==> src/rtl/irq_win_pkg.sv <==
package irq_win_pkg;
  localparam int MAX_IRQ  = 512;
  localparam int FIELD_W  = 4;
  localparam int WIN_W    = 16;
  localparam int PAD_EN_W = MAX_IRQ;
  localparam int PAD_PR_W = MAX_IRQ * FIELD_W;

  typedef enum logic [1:0] {
    SEL_ENABLE  = 2'd0,
    SEL_PENDING = 2'd1,
    SEL_PRIO    = 2'd2,
    SEL_NONE    = 2'd3
  } arr_sel_e;

  // Bits of a window (lines_per_bit lines per bit) that map onto existing lines.
  function automatic logic [WIN_W-1:0] live_bits(input int unsigned idx,
                                                 input int unsigned num_irq);
    logic [WIN_W-1:0] v;
    for (int b = 0; b < WIN_W; b++)
      v[b] = ((idx * WIN_W + b) < num_irq);
    return v;
  endfunction

  // Implemented bits of one priority field: the top PRIO_BITS of FIELD_W.
  function automatic logic [FIELD_W-1:0] prio_keep(input int unsigned bits);
    return 4'hF << (FIELD_W - bits);
  endfunction
endpackage

==> src/rtl/irq_win_decode.sv <==
module irq_win_decode
  import irq_win_pkg::*;
(
  input  logic       acc_en,
  input  logic       wr_en,
  input  logic [1:0] arr_sel,
  input  logic [6:0] idx_bits,
  output logic [6:0] win_idx,
  output logic       en_wr,
  output logic       prio_wr,
  output logic       rd_en,
  output logic       rd_pend,
  output logic       rd_prio
);
  logic wr_act;

  always_comb begin
    wr_act  = acc_en && wr_en;
    rd_en   = acc_en && (arr_sel == SEL_ENABLE);
    rd_pend = acc_en && (arr_sel == SEL_PENDING);
    rd_prio = acc_en && (arr_sel == SEL_PRIO);
    en_wr   = wr_act && (arr_sel == SEL_ENABLE);
    prio_wr = wr_act && (arr_sel == SEL_PRIO);
    if (!wr_act)
      win_idx = '0;
    else if (arr_sel == SEL_PRIO)
      win_idx = idx_bits;
    else
      win_idx = {2'b00, idx_bits[4:0]};
  end
endmodule

==> src/rtl/irq_enable_bank.sv <==
module irq_enable_bank
  import irq_win_pkg::*;
#(
  parameter int NUM_IRQ = 40
) (
  input  logic               clk,
  input  logic               rst_n,
  input  logic               wr,
  input  logic [4:0]         win_idx,
  input  logic [WIN_W-1:0]   wdata_hi,
  output logic [NUM_IRQ-1:0] en_q
);
  logic [PAD_EN_W-1:0] en_pad;

  always_ff @(posedge clk or negedge rst_n) begin
    if (!rst_n) begin
      en_q <= '0;
    end else if (wr) begin
      for (int i = 0; i < NUM_IRQ; i++)
        if (win_idx == 5'(i / WIN_W))
          en_q[i] <= wdata_hi[i % WIN_W];
    end
  end

  assign en_pad = PAD_EN_W'(en_q);

  AST_EN_HOLD: assert property (@(posedge clk) disable iff (!rst_n)
    !wr |=> $stable(en_q));

  AST_EN_WINDOW: assert property (@(posedge clk) disable iff (!rst_n)
    wr |=> (en_pad[int'($past(win_idx))*WIN_W +: WIN_W] ==
            ($past(wdata_hi) & live_bits($past(win_idx), NUM_IRQ))));
endmodule

==> src/rtl/irq_prio_bank.sv <==
module irq_prio_bank
  import irq_win_pkg::*;
#(
  parameter int NUM_IRQ   = 40,
  parameter int PRIO_BITS = 3
) (
  input  logic                       clk,
  input  logic                       rst_n,
  input  logic                       wr,
  input  logic [6:0]                 win_idx,
  input  logic [WIN_W-1:0]           wdata_hi,
  output logic [NUM_IRQ*FIELD_W-1:0] prio_flat
);
  localparam logic [FIELD_W-1:0] KEEP = prio_keep(PRIO_BITS);
  localparam int FIELDS_PER_WIN = WIN_W / FIELD_W;

  logic [NUM_IRQ-1:0][FIELD_W-1:0] prio_q;
  logic lsb_leak;

  always_ff @(posedge clk or negedge rst_n) begin
    if (!rst_n) begin
      prio_q <= '0;
    end else if (wr) begin
      for (int i = 0; i < NUM_IRQ; i++)
        if (win_idx == 7'(i / FIELDS_PER_WIN))
          prio_q[i] <= wdata_hi[(i % FIELDS_PER_WIN)*FIELD_W +: FIELD_W] & KEEP;
    end
  end

  assign prio_flat = prio_q;
  assign lsb_leak  = |(prio_flat & {NUM_IRQ{~KEEP}});

  AST_PRIO_LSB_ZERO: assert property (@(posedge clk) disable iff (!rst_n)
    !lsb_leak);

  AST_PRIO_HOLD: assert property (@(posedge clk) disable iff (!rst_n)
    !wr |=> $stable(prio_flat));
endmodule

==> src/rtl/irq_window_bank.sv <==
module irq_window_bank
  import irq_win_pkg::*;
#(
  parameter int NUM_IRQ   = 40,
  parameter int PRIO_BITS = 3
) (
  input  logic                       clk,
  input  logic                       rst_n,
  input  logic                       acc_en,
  input  logic                       wr_en,
  input  logic [1:0]                 arr_sel,
  input  logic [31:0]                wdata,
  input  logic [NUM_IRQ-1:0]         irq_in,
  output logic [31:0]                rdata,
  output logic [NUM_IRQ-1:0]         irq_enable,
  output logic [NUM_IRQ-1:0]         irq_pending,
  output logic [NUM_IRQ*FIELD_W-1:0] irq_prio
);
  logic [6:0] win_idx;
  logic       en_wr, prio_wr, rd_en, rd_pend, rd_prio;
  logic [PAD_EN_W-1:0] en_pad, pend_pad;
  logic [PAD_PR_W-1:0] prio_pad;
  logic [WIN_W-1:0]    win_val;

  irq_win_decode u_dec (
    .acc_en  (acc_en),
    .wr_en   (wr_en),
    .arr_sel (arr_sel),
    .idx_bits(wdata[6:0]),
    .win_idx (win_idx),
    .en_wr   (en_wr),
    .prio_wr (prio_wr),
    .rd_en   (rd_en),
    .rd_pend (rd_pend),
    .rd_prio (rd_prio)
  );

  irq_enable_bank #(.NUM_IRQ(NUM_IRQ)) u_en (
    .clk     (clk),
    .rst_n   (rst_n),
    .wr      (en_wr),
    .win_idx (win_idx[4:0]),
    .wdata_hi(wdata[31:16]),
    .en_q    (irq_enable)
  );

  irq_prio_bank #(.NUM_IRQ(NUM_IRQ), .PRIO_BITS(PRIO_BITS)) u_pr (
    .clk      (clk),
    .rst_n    (rst_n),
    .wr       (prio_wr),
    .win_idx  (win_idx),
    .wdata_hi (wdata[31:16]),
    .prio_flat(irq_prio)
  );

  assign irq_pending = irq_in;
  assign en_pad      = PAD_EN_W'(irq_enable);
  assign pend_pad    = PAD_EN_W'(irq_in);
  assign prio_pad    = PAD_PR_W'(irq_prio);

  always_comb begin
    win_val = '0;
    if (rd_en)   win_val = en_pad[int'(win_idx[4:0])*WIN_W +: WIN_W];
    if (rd_pend) win_val = pend_pad[int'(win_idx[4:0])*WIN_W +: WIN_W];
    if (rd_prio) win_val = prio_pad[int'(win_idx)*WIN_W +: WIN_W];
    rdata = {win_val, 16'h0000};
  end

  initial begin
    AST_IRQ_COUNT: assert (NUM_IRQ >= 1 && NUM_IRQ <= MAX_IRQ &&
                           PRIO_BITS >= 1 && PRIO_BITS <= FIELD_W);
  end

  AST_LOW_HALF_ZERO: assert property (@(posedge clk) disable iff (!rst_n)
    rdata[15:0] == 16'h0000);

  AST_IDLE_ZERO: assert property (@(posedge clk) disable iff (!rst_n)
    (!acc_en || arr_sel == SEL_NONE) |-> rdata == 32'h0);

  AST_READ_WIN0: assert property (@(posedge clk) disable iff (!rst_n)
    (acc_en && !wr_en && arr_sel == SEL_ENABLE) |->
      rdata[31:16] == (16'(irq_enable) & live_bits(0, NUM_IRQ)));

  AST_PEND_NO_WRITE: assert property (@(posedge clk) disable iff (!rst_n)
    (acc_en && arr_sel == SEL_PENDING) |=>
      ($stable(irq_enable) && $stable(irq_prio)));
endmodule

==> config.mk <==
export PLATFORM = sky130hd
export DESIGN_NAME = irq_window_bank
export DESIGN_NICKNAME = d
export VERILOG_FILES = /design/src/rtl/irq_win_pkg.sv /design/src/rtl/irq_win_decode.sv /design/src/rtl/irq_enable_bank.sv /design/src/rtl/irq_prio_bank.sv /design/src/rtl/irq_window_bank.sv
export SDC_FILE = /design/constraint.sdc
export NUM_CORES = 1
export LEC_CHECK = 0
export BUFFER_PORTS_ARGS = -buffer_cell sky130_fd_sc_hd__buf_2
export CAP_MARGIN = 40
export CORE_MARGIN = 2
export CORE_UTILIZATION = 46
export CTS_CLUSTER_SIZE = 10
export DETAILED_ROUTE_END_ITERATION = 10
export GPL_TIMING_DRIVEN = 0
export HOLD_SLACK_MARGIN = 0.1
export PLACE_DENSITY = 0.8
export SKIP_LAST_GASP = 1
export SYNTH_ARGS = -nofsm -noshare
export SYNTH_HDL_FRONTEND = slang
export SYNTH_SLANG_ARGS = --single-unit
==> constraint.sdc <==
create_clock -name clk -period 6.8 [get_ports clk]
set_input_delay 1.36 -clock clk [delete_from_list [all_inputs] [get_ports clk]]
set_output_delay 1.36 -clock clk [all_outputs]
set_load 0.05 [all_outputs]
# [After elaboration in Yosys (flattened, before gate mapping)]
# Index checks and enable logic that the tools add are counted.
# W data, S select, Z words.
[totals] register_bits=160 out_inout_bits=272 in_bits=78
[op_classes] n_mux=5 n_shift=3 eq_ne=13 n_reduce_logical=22
[ops] cell="$shiftx A2048 B12 Y16" count=1
[ops] cell="$shiftx A512 B10 Y16" count=2
[ops] cell="$mux W16" count=3
[ops] cell="$eq A7 B3 Y1 const B" count=4
[ops] cell="$reduce_and A2 Y1" count=13
[ops] cell="$eq A7 B2 Y1 const B" count=2
[ops] cell="$eq A7 B4 Y1 const B" count=2
[ops] cell="$mux W7" count=2
[ops] cell="$eq A7 B1 Y1 const B" count=1
[ops] cell="$logic_not A7 Y1" count=1
[ops] cell="$logic_and A1 B1 Y1" count=6
[ops] cell="$eq A5 B1 Y1 const B" count=1
[ops] cell="$eq A5 B2 Y1 const B" count=1
[ops] cell="$logic_not A5 Y1" count=1
[ops] cell="$eq A2 B1 Y1 const B" count=1
[ops] cell="$eq A2 B2 Y1 const B" count=1
[ops] cell="$logic_not A2 Y1" count=1

# [Logic depth before layout (Yosys ltp)]
# Gate-level depths: netlist of run 1.
[logic_depth] word_depth=7 ltp_mapped=8 depth_no_buf=5

# [By module]
# From an unflattened synthesis of run 1, not the netlist that was laid out.
[hier_totals] hier_cells=711 area_unflattened_um2=9120.0
[by_module_without_submodules] mod="irq_prio_bank" instances=1 area_per_inst_um2=4903.5 seq_area_each_um2=3002.9 cells_per_inst=320
[by_module_without_submodules] mod="irq_window_bank" instances=1 area_per_inst_um2=2547.4 seq_area_each_um2=0.0 cells_per_inst=291
[by_module_without_submodules] mod="irq_enable_bank" instances=1 area_per_inst_um2=1581.5 seq_area_each_um2=1001.0 cells_per_inst=87
[by_module_without_submodules] mod="irq_win_decode" instances=1 area_per_inst_um2=87.6 seq_area_each_um2=0.0 cells_per_inst=13

# [Worst setup path after synthesis of run 1]
# OpenSTA, ideal clock, no wires.
[synth_path] path_kind="input -> output" start="input port wr_en" end="output port rdata[22]" stages=8 arrival_ns=3.806 slack_ns=1.634 required_time_ns=5.440 path_buffers=4 path_cell_list="buf_2 > and2_1 > buf_2 > buf_1 > a21oi_1 > clkbuf_1 > o21ai_0 > o32ai_1"
[synth_via] elab_chain_len=6 elab_cells_between_ends=8 cone_classes="shift: 3; mux: 4; reduce/logical: 1"
[synth_lines] element="start: declaration" line_no="irq_window_bank.sv:10" text="input logic wr_en,"
[synth_lines] element="$logic_and A1 B1 Y1 *" line_no="irq_win_decode.sv:18" text="wr_act = acc_en && wr_en;"
[synth_lines] element="$mux W7 *" line_no="irq_win_decode.sv:24" text="if (!wr_act)"
[synth_lines] element="$shiftx A512 B10 Y16" line_no="irq_window_bank.sv:63" text="if (rd_en) win_val = en_pad[int'(win_idx[4:0])*WIN_W +: WIN_W];"
[synth_lines] element="$mux W16" line_no="irq_window_bank.sv:63"
[synth_lines] element="$mux W16" line_no="irq_window_bank.sv:64" text="if (rd_pend) win_val = pend_pad[int'(win_idx[4:0])*WIN_W +: WIN_W];"
[synth_lines] element="$mux W16 *" line_no="irq_window_bank.sv:65" text="if (rd_prio) win_val = prio_pad[int'(win_idx)*WIN_W +: WIN_W];"
[synth_lines] element="end: declaration" line_no="irq_window_bank.sv:14" text="output logic [31:0] rdata,"
# Mark *: on every way between the ends. The rest lies on a longest branch, timed or not.

# [Worst setup path after layout of run 1]
[layout_path] start="input port acc_en" end="output port rdata[29]"
[layout_via] elab_chain_len=6 elab_cells_between_ends=11 cone_classes="shift: 3; mux: 4; reduce/logical: 4"
[layout_lines] element="start: declaration" line_no="irq_window_bank.sv:9" text="input logic acc_en,"
[layout_lines] element="$logic_and A1 B1 Y1" line_no="irq_win_decode.sv:18"
[layout_lines] element="$mux W7" line_no="irq_win_decode.sv:24"
[layout_lines] element="$shiftx A512 B10 Y16" line_no="irq_window_bank.sv:63"
[layout_lines] element="$mux W16" line_no="irq_window_bank.sv:63"
[layout_lines] element="$mux W16" line_no="irq_window_bank.sv:64"
[layout_lines] element="$mux W16 *" line_no="irq_window_bank.sv:65"
# Marked as above.

==> results of run 1 <==
==> final timing paths <==
| path | start | to | slack (ps) | depth (start not counted) |
|---|---|---|---|---|
| hold / removal | u_en.en_q[12] | u_en.en_q[12] | 520 | 1 |
| hold reg to reg | u_en.en_q[12] | u_en.en_q[12] | 520 | 1 |
| setup / recovery | acc_en | rdata[29] | 1430 | 9 |
| setup reg to reg | u_en.en_q[14] | u_en.en_q[14] | 5970 | 1 |
| min in group asynchronous | rst_n | u_pr.prio_flat[70] | 900 | 1 |
| max in group asynchronous | rst_n | u_en.en_q[8] | 5070 | 2 |
==> through the flow <==
stage	hold slack, ps	setup WS [ps]	power (mW)
final	519.7	1429	2.806
after global routing	535.1	1347	2.894
after CTS	517.2	1505	2.812
after detailed placement	502.9	1506	1.806
after global placement	490.0	1517	1.791
after floorplan	841.8	1634	1.603
==> worst max-delay path: cells and delay by family <==
kind,cells,cell delay [ps]
buffers and inverters,5,1410
AOI/OAI and AO/OA,2,570
and+or+nand+nor,2,660
==> layout by cell type, fill, tap and decap left out, types with 3 or more instances in the layout <==
master,instances
clkbuf_16,17
clkinv_4,3
a2bb2oi_1,3
nand3_1,17
a221o_1,8
nand2b_1,10
a31oi_1,8
a21oi_1,36
nand4_1,6
mux4_2,5
conb_1,56
mux2_1,12
a22oi_1,15
inv_1,5
clkbuf_1,30
o22ai_1,18
nand4b_1,4
nand3b_1,3
o32ai_1,4
o21ai_0,29
a221oi_1,7
dfrtp_1,160
o21bai_1,6
buf_4,97
clkinvlp_4,3
mux2_2,162
inv_6,3
nor2b_1,6
buf_2,303
nand2_1,16
nor2_1,28
nor3b_1,10
mux2i_1,20
or3_1,3
bufinv_16,3
buf_1,8
or2_2,5
o211ai_1,11
==> cell usage after synthesis (10+ instances only) <==
cell type / instances / area share, %
a21oi_1: 36 / 2.0
a22oi_1: 15 / 1.3
buf_2: 21 / 1.2
buf_4: 97 / 8.1
clkbuf_1: 29 / 1.2
dfrtp_1: 160 / 45
mux2_1: 12 / 1.5
mux2_2: 162 / 20
mux2i_1: 20 / 2.2
nand2_1: 16 / 0.67
nand2b_1: 10 / 0.70
nand3_1: 17 / 0.95
nor2_1: 28 / 1.2
nor3b_1: 10 / 0.84
o211ai_1: 11 / 0.92
o21ai_0: 29 / 1.6
o22ai_1: 18 / 1.3
==> registers in the layout (all words and copies together), names as in the netlist <==
register,cells
u_pr.prio_flat,120
u_en.en_q,40
==> layout make-up <==
type | count | area (µm²) | share of cell area, %
Clock inverter | 13 | 176.4 | 1.527
Multi-Input combinational cell | 525 | 4140 | 35.85
Antenna cell | 2 | 5.005 | 0.04333
Sequential cell | 160 | 4004 | 34.67
Buffer | 156 | 983.4 | 8.515
Tap cell | 260 | 325.3 | 2.817
Inverter | 5 | 18.77 | 0.1625
Clock buffer | 19 | 442.9 | 3.835
Timing Repair Buffer | 284 | 1454 | 12.59
==> cell families (layout without fill, tap and decap cells) <==
family | count (synthesis) | count (layout) | synth area share (%)
compound gates | 153 | 153 | 11.28
buf+inv | 161 | 477 | 11.21
flops | 160 | 160 | 44.79
mux | 199 | 199 | 25.42
other cells | 1 | 58 | 0.04195
simple gates | 117 | 117 | 7.264
==> power groups by stage <==
stage	sequential (mW)	combinational [mW]	clock, mW
floorplan	1.27	0.337	0
global placement	1.07	0.722	0
detailed placement	1.07	0.732	0
CTS	1.06	0.733	1.02
global route	1.06	0.770	1.06
finish	1.06	0.736	1.01
==> metal layers <==
metal / track usage (%) / wire length, µm / up-vias
met5: 0 / 0 / -
met4: 11.04 / 908 / 0
met3: 6.631 / 2486 / 55
met2: 50.63 / 15700 / 400
met1: 37.52 / 12470 / 3884
li1: - / - / 3457
==> impl_metrics.yaml, run 1 <==
status:
  outcome: "completed"
logic_synthesis:
  ys.warnings.count: 0
  syn_area_um2: 8940
  synthCells: 791
  synth-seq-cells: 160
  synth_ff_type: "dfrtp_1"
  synth_edf_count: 0
  synth_seq_area_share_pct: 44.79
  synth_cell_types: 47
  async_flop_share_pct: 100.0
  postSynthAreaPerCell_um2: 11.30
clock_network:
  cts_sinks: 160
  htreeDepth: 4
  cts_tree: "yes"
  clock_latency_ps: 420
  cts-root-buf: "clkbuf_16"
  hold_buffers: 0
  cts.repair.resized: 0
  cts-buffers-inserted: 17
  clk_pin_slew_worst_paths_ps: 60
  cts_max_path_buffers: 2
  postCtsSetupBuffers: 0
cells_and_area:
  stdcell_area_um2: 11550
  layout-drive-gt1-share_pct: 52.58
  syn_to_final_growth_pct: 29.19
  fin_util_pct: 61.13
  n_fill_cell: 1628
  finalNetCount: 1227
  stdcell_count: 1424
critical_path:
  critPathArrivalTime_ps: 4010
  cp_cell_sequence: "buf_2 -> buf_2 -> and2_1 -> buf_2 -> buf_1 -> nand3b_1 -> a21oi_1 -> o21ai_0 -> buf_2"
  start_kind: "input pin"
  slowest_stage: "buf_1"
  cp_common_cell: "buf_2"
  crit_fanout: 10
  crit_path_end_kind: "primary output"
  worstPathRequired_ps: 5440
  slowest_delay_ps: 580
  criticalPathCategory: "input pin to primary output"
timing:
  finalSetupTns_ps: 0
  fmax_mhz: 186.2
  slew_violations: 0
  setup_viol: 0
  fin_worst_skew_ps: 0
  rsz0062_at_grt: "false"
  tightest_slew_ps: 821.8
  hold_viol: 0
  min_period_over_period_pct: 78.98
  max_slew_margin_pct: 45.01
  period_needed_ps: 5371
floorplanning:
  ios: 350
  die_w_um: 143.4
  die_h_um: 143.4
  initial_core_util_pct: 47.32
  coreArea_um2: 18890
  die-area_um2: 20570
  std_cell_rows: 50
placed_design:
  io_buffers: 283
  place_area_um2: 10930
  placed_cells: 1390
  globalplace.congestion: 0.8968
  dp_hpwl_um: 24670
power_and_ir_drop:
  switching_share_pct: 35.66
  total_leakage_power_nw: 6.264
  p_per_area_nw_per_um2: 242.9
  power_frac_seq_pct: 37.7
  p_sw_mw: 1.001
  vdd_drop_max_mv: 0.1772
  p_int_mw: 1.805
  p_clk_share_pct: 36.1
  p_comb_share_pct: 26.2
detailed_routing:
  routed_wl_um: 31570
  wl_per_cell_um: 22.17
  drtIter0Drc: 578
  drtPass1Iterations: 5
  vias_per_cell: 5.475
  vias: 7796
  ant_nets: 0
  route.detailed.drc: 0
grt:
  grt_pass1_vias: 7585
  grt.total_usage_pct: 29.88
  grt_max_degree: 83
  grt_pass1_wl_um: 45400
  grt_overflow: 0
  antenna_found_initial: 2
hold_path:
  hold_path.class: "flip-flop to flip-flop"
job:
  maxCapViolCount: 0
(Power assumes the default switching activity.)
==> inputs of run 2 (changes only) <==
ABC_AREA = 1   (was not set)
PLACE_DENSITY = 0.79   (was 0.8)
clock period = 5.3 ns   (was 6.8 ns; I/O delays follow)
==> run 2 against run 1 <==
Compared with the run above:
- utilization fell by 2.2 points
- non-clock buffer count increased by 15
- critical path depth up 1
- total power rose by 36%
- critical path type unchanged
==> impl_metrics.yaml, run 2 <==
critical_path:
  crit_fanout: 10
  cp_cell_sequence: "buf_4 -> nand2_4 -> a21oi_1 -> inv_2 -> nand2_1 -> nor2_1 -> buf_2 -> nand2_1 -> o21ai_1 -> buf_2"
  crit_path_end_kind: "primary output"
  worstPathRequired_ps: 4240
  cp_num_buf_inv: 4
  slowest_delay_ps: 420
  criticalPathCategory: "input pin to primary output"
  start_kind: "input pin"
  critPathArrivalTime_ps: 3170
  critPathTopFamily: "buffers and inverters"
  slowest_stage: "nor2_1"
clock_network:
  cts-root-buf: "clkbuf_16"
  postCtsSetupBuffers: 0
  clk_pin_slew_worst_paths_ps: 60
  htreeDepth: 4
  hold_buffers: 0
  cts_sinks: 160
  cts-buffers-inserted: 17
  cts_max_path_buffers: 2
  cts_tree: "yes"
  cts.repair.resized: 0
  clock_latency_ps: 420
hold_path:
  hold_path.class: "flip-flop to flip-flop"
logic_synthesis:
  ys.warnings.count: 0
  synth_seq_area_share_pct: 40.65
  yosysTopAreaCell: "dfrtp_1"
  syn_area_um2: 9851
  yosysTopAreaCellShare_pct: 40.65
  synth_edf_count: 0
  synth_mux_area_share_pct: 0
  yosys.area_share.adder_pct: 0
  synth_ff_type: "dfrtp_1"
  synth_cell_types: 29
  postSynthAreaPerCell_um2: 6.715
  synth_common_cells: "nand2_1, dfrtp_1, inv_1"
  synth_simple_gate_area_share_pct: 37.76
  synthCells: 1467
  synth-seq-cells: 160
  synth_xor_area_share_pct: 0
  synth_top_family_by_area: "simple AND/OR/NAND/NOR gates"
  yosys-top-cells-area: "dfrtp_1, nand2_1, buf_4, inv_1, nand4_1"
  synth_compound_area_share_pct: 4.522
  async_flop_share_pct: 100.0
  yosysMostFrequentCell: "nand2_1"
grt:
  grt_pass1_vias: 9607
  grt_max_degree: 88
  grt_overflow: 0
  grt.total_usage_pct: 32.19
  grt_pass1_wl_um: 54700
  antenna_found_initial: 1
timing:
  finalSetupTns_ps: 0
  rsz0062_at_grt: "false"
  fin_worst_skew_ps: 0
  fmax_mhz: 236.5
  period_needed_ps: 4228
  hold_slack_ps: 500.2
  tightest_slew_ps: 714.0
  min_period_over_period_pct: 79.78
  hold_viol: 0
  setup_viol: 0
  slew_violations: 0
  max_slew_margin_pct: 52.40
power_and_ir_drop:
  p_int_mw: 2.346
  p_clk_share_pct: 33.8
  vdd_drop_max_mv: 0.2364
  p_per_area_nw_per_um2: 307.3
  p_comb_share_pct: 29.6
  total_leakage_power_nw: 7.385
  power_frac_seq_pct: 36.7
  switching_share_pct: 38.41
  p_sw_mw: 1.463
detailed_routing:
  vias_per_cell: 5.017
  wl_per_cell_um: 17.36
  ant_nets: 0
  routed_wl_um: 36440
  vias: 10530
  drtPass1Iterations: 6
  drtIter0Drc: 863
  route.detailed.drc: 0
placed_design:
  globalplace.congestion: 0.9957
  io_buffers: 268
  dp_hpwl_um: 28440
cells_and_area:
  finalNetCount: 1888
  layout-drive-gt1-share_pct: 26.93
  syn_to_final_growth_pct: 25.82
  final_cell_mix: "nand2_1, buf_2, dfrtp_1"
  largest_reg_flops: 120
  layout.cells.most_common: "nand2_1"
status:
  outcome: "completed"
floorplanning:
  die_w_um: 150.3
  std_cell_rows: 53
  initial_core_util_pct: 46.86
  ios: 350
  die-area_um2: 22600
  coreArea_um2: 21020
  die_h_um: 150.3
job:
  maxCapViolCount: 0
-- run 2: cell count changes in the layout (fill, tap and decap cells not counted), moves of 20 or more --
| cell | before | now |
|---|---|---|
| nand2_1 | 16 | 741 |
| mux2_2 | 162 | 0 |
| inv_1 | 5 | 124 |
| nand4_1 | 6 | 64 |
| o21ai_1 | 0 | 56 |
| nand3_1 | 17 | 58 |
| a21oi_1 | 36 | 6 |
| mux2i_1 | 20 | 0 |
-- run 2: layer usage --
metal	vias to the layer above	GRT usage (%)	share of wire (%)
met5	-	0	0
met4	0	15.52	4.6
li1	5054	-	-
met3	87	6.515	9.4
met1	4848	41.77	39
met2	542	51.52	47
-- run 2: area by class of cell --
cell class / instances / area (µm²)
Fill cell: 2031 / 8627
Multi-Input combinational cell: 1041 / 4375
Sequential cell: 160 / 4004
Timing Repair Buffer: 269 / 1375
Buffer: 186 / 1169
Inverter: 135 / 509.2
Clock buffer: 20 / 456.7
Tap cell: 275 / 344.1
Clock inverter: 12 / 158.9
Antenna cell: 1 / 2.502
-- run 2: worst paths after layout --
check	from	to	slack, ps	depth (start not counted)
max	wr_en	rdata[25]	1070	10
max reg2reg	u_pr.prio_flat[50]	u_pr.prio_flat[50]	4570	2
min in group asynchronous	rst_n	u_pr.prio_flat[69]	640	1
max in group asynchronous	rst_n	u_en.en_q[5]	3750	2
min reg2reg	u_pr.prio_flat[98]	u_pr.prio_flat[98]	500	2
min	u_pr.prio_flat[98]	u_pr.prio_flat[98]	500	2
-- run 2: cells by family (layout without fill, tap and decap cells) --
family | after synthesis | after routing
buffers and inverters | 321 | 622
flip-flops | 160 | 160
AO/OA/AOI/OAI | 86 | 86
other | 1 | 57
AND/OR/NAND/NOR | 899 | 899
-- run 2: power by group through the flow --
stage | registers [mW] | clock network (mW) | logic [mW]
global route | 1.40 | 1.35 | 1.21
detailed placement | 1.41 | 0 | 1.12
finish | 1.40 | 1.29 | 1.13
global placement | 1.41 | 0 | 1.11
CTS | 1.39 | 1.29 | 1.12
floorplan | 1.71 | 0 | 0.517
-- run 2: stage by stage --
step	setup slack [ps]	cell area (µm²)	power (mW)	std cells	utilization [%]
floorplan	1161	10060	2.223	1522	-
global placement	786.6	11740	2.517	2065	55.86
detailed placement	1146	11780	2.533	2066	56.02
CTS	1143	12390	3.807	2098	58.95
global route	1012	12390	3.965	2098	58.95
finish	1072	12390	3.808	2099	58.96
-- run 2: worst reg2reg max path: stages, from the launching register on --
cell	delay, ps
dfrtp_1	450
nand2_1	100
o21ai_1	60
